--- src/rtl/mapper_pkg.sv ---
package mapper_pkg;
  localparam int unsigned LADDR_W = 16;
  localparam int unsigned OFF_W   = 13;
  localparam int unsigned PAGE_W  = 8;
  localparam int unsigned RGN_W   = LADDR_W - OFF_W;
  localparam int unsigned NRGN    = 1 << RGN_W;
  localparam int unsigned PADDR_W = PAGE_W + OFF_W;
  localparam int unsigned WAIT_W  = 2;

  typedef logic [PAGE_W-1:0] page_t;

  function automatic page_t boot_page(input int unsigned idx);
    case (idx)
      0: boot_page = 8'hEC;
      1: boot_page = 8'hED;
      2: boot_page = 8'h07;
      3: boot_page = 8'h36;
      4: boot_page = 8'hEE;
      5: boot_page = 8'hEF;
      6: boot_page = 8'h03;
      default: boot_page = 8'h35;
    endcase
  endfunction

  function automatic logic page_is_fast(input page_t p);
    page_is_fast = (p[PAGE_W-1:2] == 6'b111011);
  endfunction
endpackage

--- src/rtl/mapper_regs.sv ---
module mapper_regs
  import mapper_pkg::*;
(
  input  logic                        clk,
  input  logic                        rst_n,
  input  logic                        wr_en,
  input  logic [RGN_W-1:0]            wr_idx,
  input  page_t                       wr_data,
  input  logic                        bank_we,
  input  logic                        bank_val,
  output page_t [NRGN-1:0]            pages,
  output logic                        bank
);
  logic bank_d;

  for (genvar i = 0; i < NRGN; i++) begin : g_reg
    page_t page_d;
    always_comb begin
      page_d = pages[i];
      if (wr_en && (wr_idx == RGN_W'(i))) page_d = wr_data;
    end
    always_ff @(posedge clk or negedge rst_n) begin
      if (!rst_n) pages[i] <= boot_page(i);
      else        pages[i] <= page_d;
    end
  end

  always_comb begin
    bank_d = bank;
    if (bank_we) bank_d = bank_val;
  end

  always_ff @(posedge clk or negedge rst_n) begin
    if (!rst_n) bank <= 1'b0;
    else        bank <= bank_d;
  end
endmodule

--- src/rtl/mapper_xlate.sv ---
module mapper_xlate
  import mapper_pkg::*;
#(
  parameter logic [LADDR_W-1:0] REG_WIN  = 16'h8000,
  parameter logic [LADDR_W-1:0] BYP_LO   = 16'hF000,
  parameter logic [LADDR_W-1:0] BYP_HI   = 16'hF0FF,
  parameter page_t              CART_PG  = 8'h36,
  parameter int unsigned        CART_RGN = 3
) (
  input  logic                 emu_mode,
  input  logic [LADDR_W-1:0]   addr,
  input  page_t [NRGN-1:0]     pages,
  input  logic                 bank,
  output page_t                page,
  output logic                 fast,
  output logic                 bypass,
  output logic                 reg_hit,
  output logic                 cart_hit
);
  logic [RGN_W-1:0] rgn;

  always_comb begin
    rgn      = addr[LADDR_W-1:OFF_W];
    cart_hit = emu_mode && (rgn == RGN_W'(CART_RGN));
    page     = cart_hit ? {CART_PG[PAGE_W-1:1], bank} : pages[rgn];
    fast     = page_is_fast(page);
    bypass   = (addr >= BYP_LO) && (addr <= BYP_HI);
    reg_hit  = emu_mode && (addr[LADDR_W-1:RGN_W] == REG_WIN[LADDR_W-1:RGN_W]);
  end
endmodule

--- src/rtl/mapper_wait.sv ---
module mapper_wait
  import mapper_pkg::*;
(
  input  logic                 clk,
  input  logic                 rst_n,
  input  logic                 start,
  input  logic [WAIT_W-1:0]    waits,
  input  logic [PADDR_W-1:0]   phys_in,
  output logic                 ready,
  output logic                 ext_en,
  output logic [PADDR_W-1:0]   phys_q
);
  logic [WAIT_W-1:0]  rem_q, rem_d;
  logic [PADDR_W-1:0] phys_d;

  always_comb begin
    rem_d  = rem_q;
    phys_d = phys_q;
    if (start) begin
      rem_d  = waits + WAIT_W'(1);
      phys_d = phys_in;
    end else if (rem_q != '0) begin
      rem_d = rem_q - WAIT_W'(1);
    end
  end

  always_ff @(posedge clk or negedge rst_n) begin
    if (!rst_n) begin
      rem_q  <= '0;
      phys_q <= '0;
    end else begin
      rem_q  <= rem_d;
      phys_q <= phys_d;
    end
  end

  assign ready  = (rem_q <= WAIT_W'(1));
  assign ext_en = (rem_q != '0);

  p_zero_wait_r7: assert property (@(posedge clk) disable iff (!rst_n)
    start && (waits == '0) |=> ready && ext_en);
  p_wait_low_r7: assert property (@(posedge clk) disable iff (!rst_n)
    start && (waits != '0) |=> !ready && ext_en);
  p_phys_hold_r10: assert property (@(posedge clk) disable iff (!rst_n)
    !ready |=> $stable(phys_q));
endmodule

--- src/rtl/page_mapper.sv ---
module page_mapper
  import mapper_pkg::*;
#(
  parameter logic [15:0] REG_WIN = 16'h8000,
  parameter logic [15:0] BYP_LO  = 16'hF000,
  parameter logic [15:0] BYP_HI  = 16'hF0FF,
  parameter logic [7:0]  CART_PG = 8'h36
) (
  input  logic        clk,
  input  logic        rst_n,
  input  logic        emu_mode,
  input  logic        extra_wait_en,
  input  logic        acc_valid,
  input  logic [15:0] acc_addr,
  input  logic        acc_we,
  input  logic [7:0]  acc_wdata,
  input  logic        reg_we,
  input  logic [2:0]  reg_idx,
  input  logic [7:0]  reg_wdata,
  output logic [20:0] phys_addr,
  output logic        ext_en,
  output logic        ready,
  output logic        onchip_hit
);
  localparam int unsigned CART_RGN = 3;

  logic [1:0]        rst_sync;
  logic              rst_s;
  page_t [NRGN-1:0]  pages;
  logic              bank;
  page_t             page;
  logic              fast, bypass, reg_hit, cart_hit;
  logic              take, start, mm_wr, wr_en, bank_we;
  logic [RGN_W-1:0]  wr_idx;
  page_t             wr_data;
  logic [WAIT_W-1:0] waits;

  always_ff @(posedge clk or negedge rst_n) begin
    if (!rst_n) rst_sync <= 2'b00;
    else        rst_sync <= {rst_sync[0], 1'b1};
  end
  assign rst_s = rst_sync[1];

  mapper_xlate #(
    .REG_WIN(REG_WIN), .BYP_LO(BYP_LO), .BYP_HI(BYP_HI),
    .CART_PG(CART_PG), .CART_RGN(CART_RGN)
  ) u_xlate (
    .emu_mode(emu_mode), .addr(acc_addr), .pages(pages), .bank(bank),
    .page(page), .fast(fast), .bypass(bypass), .reg_hit(reg_hit),
    .cart_hit(cart_hit)
  );

  always_comb begin
    take    = acc_valid && ready && !bypass;
    mm_wr   = take && acc_we && reg_hit;
    start   = take && !mm_wr;
    bank_we = take && acc_we && cart_hit;
    wr_en   = reg_we || mm_wr;
    wr_idx  = reg_we ? reg_idx : acc_addr[RGN_W-1:0];
    wr_data = reg_we ? reg_wdata : acc_wdata;
    waits   = {1'b0, !fast} + {1'b0, extra_wait_en};
  end

  assign onchip_hit = acc_valid && bypass;

  mapper_regs u_regs (
    .clk(clk), .rst_n(rst_s), .wr_en(wr_en), .wr_idx(wr_idx),
    .wr_data(wr_data), .bank_we(bank_we), .bank_val(acc_addr[1]),
    .pages(pages), .bank(bank)
  );

  mapper_wait u_wait (
    .clk(clk), .rst_n(rst_s), .start(start), .waits(waits),
    .phys_in({page, acc_addr[OFF_W-1:0]}), .ready(ready),
    .ext_en(ext_en), .phys_q(phys_addr)
  );

  p_bypass_quiet_r9: assert property (@(posedge clk) disable iff (!rst_s)
    onchip_hit && ready |=> ready && !ext_en);
  p_cart_lock_r5: assert property (@(posedge clk) disable iff (!rst_s)
    emu_mode && acc_valid && ready && cart_hit && !bypass
      |=> phys_addr[20:14] == CART_PG[7:1]);
  p_regwin_no_ext_r4: assert property (@(posedge clk) disable iff (!rst_s)
    mm_wr |=> !ext_en);
  p_extra_wait_r8: assert property (@(posedge clk) disable iff (!rst_s)
    start && extra_wait_en |=> !ready);
endmodule

--- config.mk ---
export PLATFORM = sky130hd
export DESIGN_NAME = page_mapper
export DESIGN_NICKNAME = d
export VERILOG_FILES = /design/src/rtl/mapper_pkg.sv /design/src/rtl/mapper_regs.sv /design/src/rtl/mapper_xlate.sv /design/src/rtl/mapper_wait.sv /design/src/rtl/page_mapper.sv
export SDC_FILE = /design/constraint.sdc
export NUM_CORES = 1
export LEC_CHECK = 0
export ABC_AREA = 1
export BUFFER_PORTS_ARGS = -buffer_cell sky130_fd_sc_hd__buf_2
export CAP_MARGIN = 15
export CORE_MARGIN = 2
export CORE_UTILIZATION = 45
export CTS_CLUSTER_DIAMETER = 40
export DETAILED_ROUTE_END_ITERATION = 12
export PLACE_DENSITY = 0.71
export SLEW_MARGIN = 40
export SYNTH_ARGS = -nofsm -noshare
export SYNTH_HDL_FRONTEND = slang
export SYNTH_HIERARCHICAL = 1
export SYNTH_SLANG_ARGS = --single-unit
--- constraint.sdc ---
create_clock -name clk -period 3.32 [get_ports clk]
set_input_delay 0.332 -clock clk [delete_from_list [all_inputs] [get_ports clk]]
set_output_delay 0.332 -clock clk [all_outputs]
set_load 0.03 [all_outputs]
==> impl_metrics.py <==
metrics = {
    "status": {
        "status": "completed",
    },
    "floorplanning": {
        "fp.coreArea_um2": 10320,
        "initial_core_util": 0.4619,
        "floorplan.rows": 37,
        "top_level_ports": 66,
        "dieHeight_um": 106.9,
        "fp.dieW_um": 106.9,
        "die_area_um2": 11440,
    },
    "logic_synthesis": {
        "muxShareOfSynthArea": 0,
        "yosysWarningCount": 6,
        "yosys.area_share.adder": 0.007872,
        "synthesis.area_um2": 4768,
        "synth_compound_area_frac": 0.01784,
        "synthesis.instances": 647,
        "synth_fp_nets": 692,
        "synth_simple_gate_area_frac": 0.3904,
        "post_syn_area_per_cell_um2": 7.370,
        "synth.lib_cells_used.distinct": 26,
        "ys_seq_elements": 90,
        "synth.yosys.seq_area_share": 0.4820,
        "synth_top_family_by_area": "simple AND/OR/NAND/NOR gates",
        "synthXorXnorAreaFrac": 0,
    },
    "global_routing": {
        "vias_in_the_first_global_route": 4045,
        "grt-busiest-layer": "met2",
        "grt_util_met1": 0.3273,
        "global_route.usage.met3": 0.03222,
        "grt.overflow.total": 0,
        "antenna_found_initial": 0,
        "largest_net_degree_at_the_start_of_global_routing": 36,
        "grt_pass1_wl_um": 19750,
        "globalRouteMet2Util": 0.3280,
        "total_routing_resource_utilization_after_global_routing": 0.2215,
    },
    "sta": {
        "setup_viol": 0,
        "rsz0062_at_grt": "no",
        "final.period_utilization": 0.6680,
        "finClkSkew_ns": 0.01474,
        "finalHoldViolCount": 0,
        "setup_tns_final_ns": 0,
        "finalWorstPathRequiredPeriod_ns": 2.218,
        "timing.max_slew.rel_slack": 0.5699,
        "timing.final.max_slew_violations": 0,
        "tightestPinTransition_ns": 0.6452,
        "highest_achievable_clock_rate_mhz": 450.9,
    },
    "placed_design": {
        "place.port_buffers": 65,
        "place.gp.congestion": 0.9093,
        "detailed_place.area_um2": 5030,
        "post-dp-hpwl_um": 8642,
    },
    "route": {
        "drt_drc_violations_left": 0,
        "drt_iter0_markers": 381,
        "drt.antenna.violating_nets": 0,
        "via_count": 4263,
        "count_of_tritonroute_iterations_in_the_first_routing_pass": 5,
        "drt-vias-per-instance": 5.063,
        "wl_per_cell_um": 14.27,
        "wirelength_um": 12010,
    },
    "worst_setup_path": {
        "arrival_ns": 2.47,
        "rr_startpoint": "u_wait/rem_q[1]$_DFFE_PN0P_",
        "worstSetupEndpointType": "flop",
        "timing_worst_setup_path_type": "input port to flop",
        "crit_path_start": "acc_addr[13]",
        "worst_ep_required_time_ns": 3.57,
        "worst-path-max-fanout": 35,
        "worstSetupStartpointType": "input port",
    },
    "cts": {
        "number_of_cts_inserted_buffers": 9,
        "ctsRootBufferMaster": "clkbuf_8",
        "clk_path_buf_depth": 2,
        "clk_pin_slew_worst_paths_ns": 0.09,
        "cts_num_sinks": 90,
        "cts-htree-levels": 3,
        "worst_skew_pair.late_latency_ns": 0.37,
        "tritoncts": "built",
    },
    "layout": {
        "final_nets": 746,
        "num_antenna_cells": 0,
        "finish.instance_area_um2": 5254,
        "layout-area-overhead-vs-synth_pct": 10.18,
        "post_route_cells_drive_above_1_share": 0.1955,
        "utilization": 0.5089,
    },
    "pwr": {
        "ir_drop_mv": 0.4008,
        "power_per_unit_of_standard_cell_area_nw_per_um2": 707.0,
        "total_leakage_power_nw": 2.890,
    },
    "worst_hold_path": {
        "hold_wc_path_type": "input port to flop",
        "hp-start": "acc_addr[5]",
    },
    "flow_run": {
        "max_cap_violations": 0,
    },
}
==> registers in the layout, indices dropped and copies added (netlist names) <==
signal         flops
rst_sync           2
u_wait/phys_q     21
u_regs/pages      64
u_regs/bank        1
u_wait/rem_q       2
==> per-stage QoR <==
step | setup slack, ns | hold slack, ns | instances | power, mW
after floorplan | 0.6922 | 0.03641 | 647 | 2.594
after global routing | 0.8705 | 0.1744 | 842 | 3.964
after detailed placement | 0.7866 | 0.1207 | 825 | 2.944
after global placement | 0.8360 | 0.1175 | 823 | 2.898
final | 1.102 | 0.1716 | 842 | 3.714
after CTS | 1.166 | 0.1604 | 842 | 3.733
==> per-layer routing <==
layer  part of all wire  vias to the layer above
li1                   -                     2080
met1               0.46                     1977
met2               0.44                      180
met3              0.070                       26
met4              0.028                        0
met5                  0                        -
==> cell usage in the layout (no fill, tap or decap), drive strengths merged <==
cell and instances:
clkbuf 11, nand4 2, bufinv 1, a21oi 1
clkinvlp 2, nand3b 1, dfrtp 53, o21ai 10
inv 44, or2 1, nor2 24, o221ai 2
conb 1, dlygate4sd3 1, nand2 375, ha 3
nor4 2, buf 71, clkinv 2, o22ai 2
dfstp 37, nand3 60
==> cell type report <==
class / count / area, um^2
clock buffers: 11 / 151.4
clock inverters: 5 / 62.56
fillers: 996 / 5070
inverters: 44 / 170.2
multi-input cells: 484 / 1992
flip-flops and latches: 90 / 2302
well taps: 136 / 170.2
repair buffers: 72 / 405.4
==> worst paths after layout <==
path	cells past startpoint	end	slack, ns
setup / recovery	11	u_regs/pages[24]$_DFFE_PN0P_	1.10
hold / removal	3	u_wait/phys_q[5]$_DFFE_PN0P_	0.17
setup reg to reg	12	u_regs/pages[24]$_DFFE_PN0P_	1.16
hold reg to reg	0	u_regs/pages[32]$_DFFE_PN0P_	0.25
max in group asynchronous	1	u_regs/pages[60]$_DFFE_PN1P_	2.49
min in group asynchronous	0	u_regs/pages[32]$_DFFE_PN0P_	0.25
==> cell usage after synthesis <==
master | instances | share of area
o21ai_0 | 10 | 0.010
buf_6 | 6 | 0.014
buf_2 | 10 | 0.010
clkbuf_8 | 1 | 0.0029
bufbuf_8 | 8 | 0.031
inv_6 | 1 | 0.0018
conb_1 | 1 | 0.00079
inv_1 | 39 | 0.031
nor4_1 | 2 | 0.0026
nand3b_1 | 1 | 0.0016
nand2_1 | 374 | 0.29
dfstp_2 | 37 | 0.20
dfrtp_1 | 53 | 0.28
nand4_1 | 2 | 0.0026
o221ai_1 | 2 | 0.0037
nor2_2 | 3 | 0.0039
or2_2 | 1 | 0.0013
a21oi_1 | 1 | 0.0010
buf_4 | 4 | 0.0063
nand3_1 | 60 | 0.063
nor2_4 | 2 | 0.0047
inv_2 | 4 | 0.0031
o22ai_1 | 2 | 0.0026
nor2_1 | 19 | 0.015
nand2_2 | 1 | 0.0013
ha_1 | 3 | 0.0079
==> cell families (layout without fill, tap and decap cells) <==
group	count (synthesis)	in the layout
fa+ha+maj	3	3
simple gates	465	465
flops	90	90
buf+inv	73	132
compound gates	15	15
other cells	1	1
==> what timing repair did <==
action                                 in CTS  in global routing
resized for setup                           0                  0
buffers inserted                            0                  0
endpoints found under the hold margin       2                  0
hold buffers                                1                  0
==> where the power goes <==
group          leakage [nW]  internal (mW)  total (mW)  switching, mW
combinational          1.74          0.371        1.21          0.844
clock                 0.102          0.391       0.783          0.392
sequential             1.05           1.52        1.72          0.200
total                  2.89           2.28        3.71           1.44
==> critical path, stage by stage <==
cell and delay [ns]:
buf_2 0.31, inv_6 0.31, nand4_1 0.13, nor2_1 0.20
nand3_1 0.10, nand2_1 0.11, inv_1 0.06, nor2_2 0.39
nand2_1 0.31, nand2_1 0.15, nand2_1 0.07
Note: power is estimated with default switching activity, not from simulation.
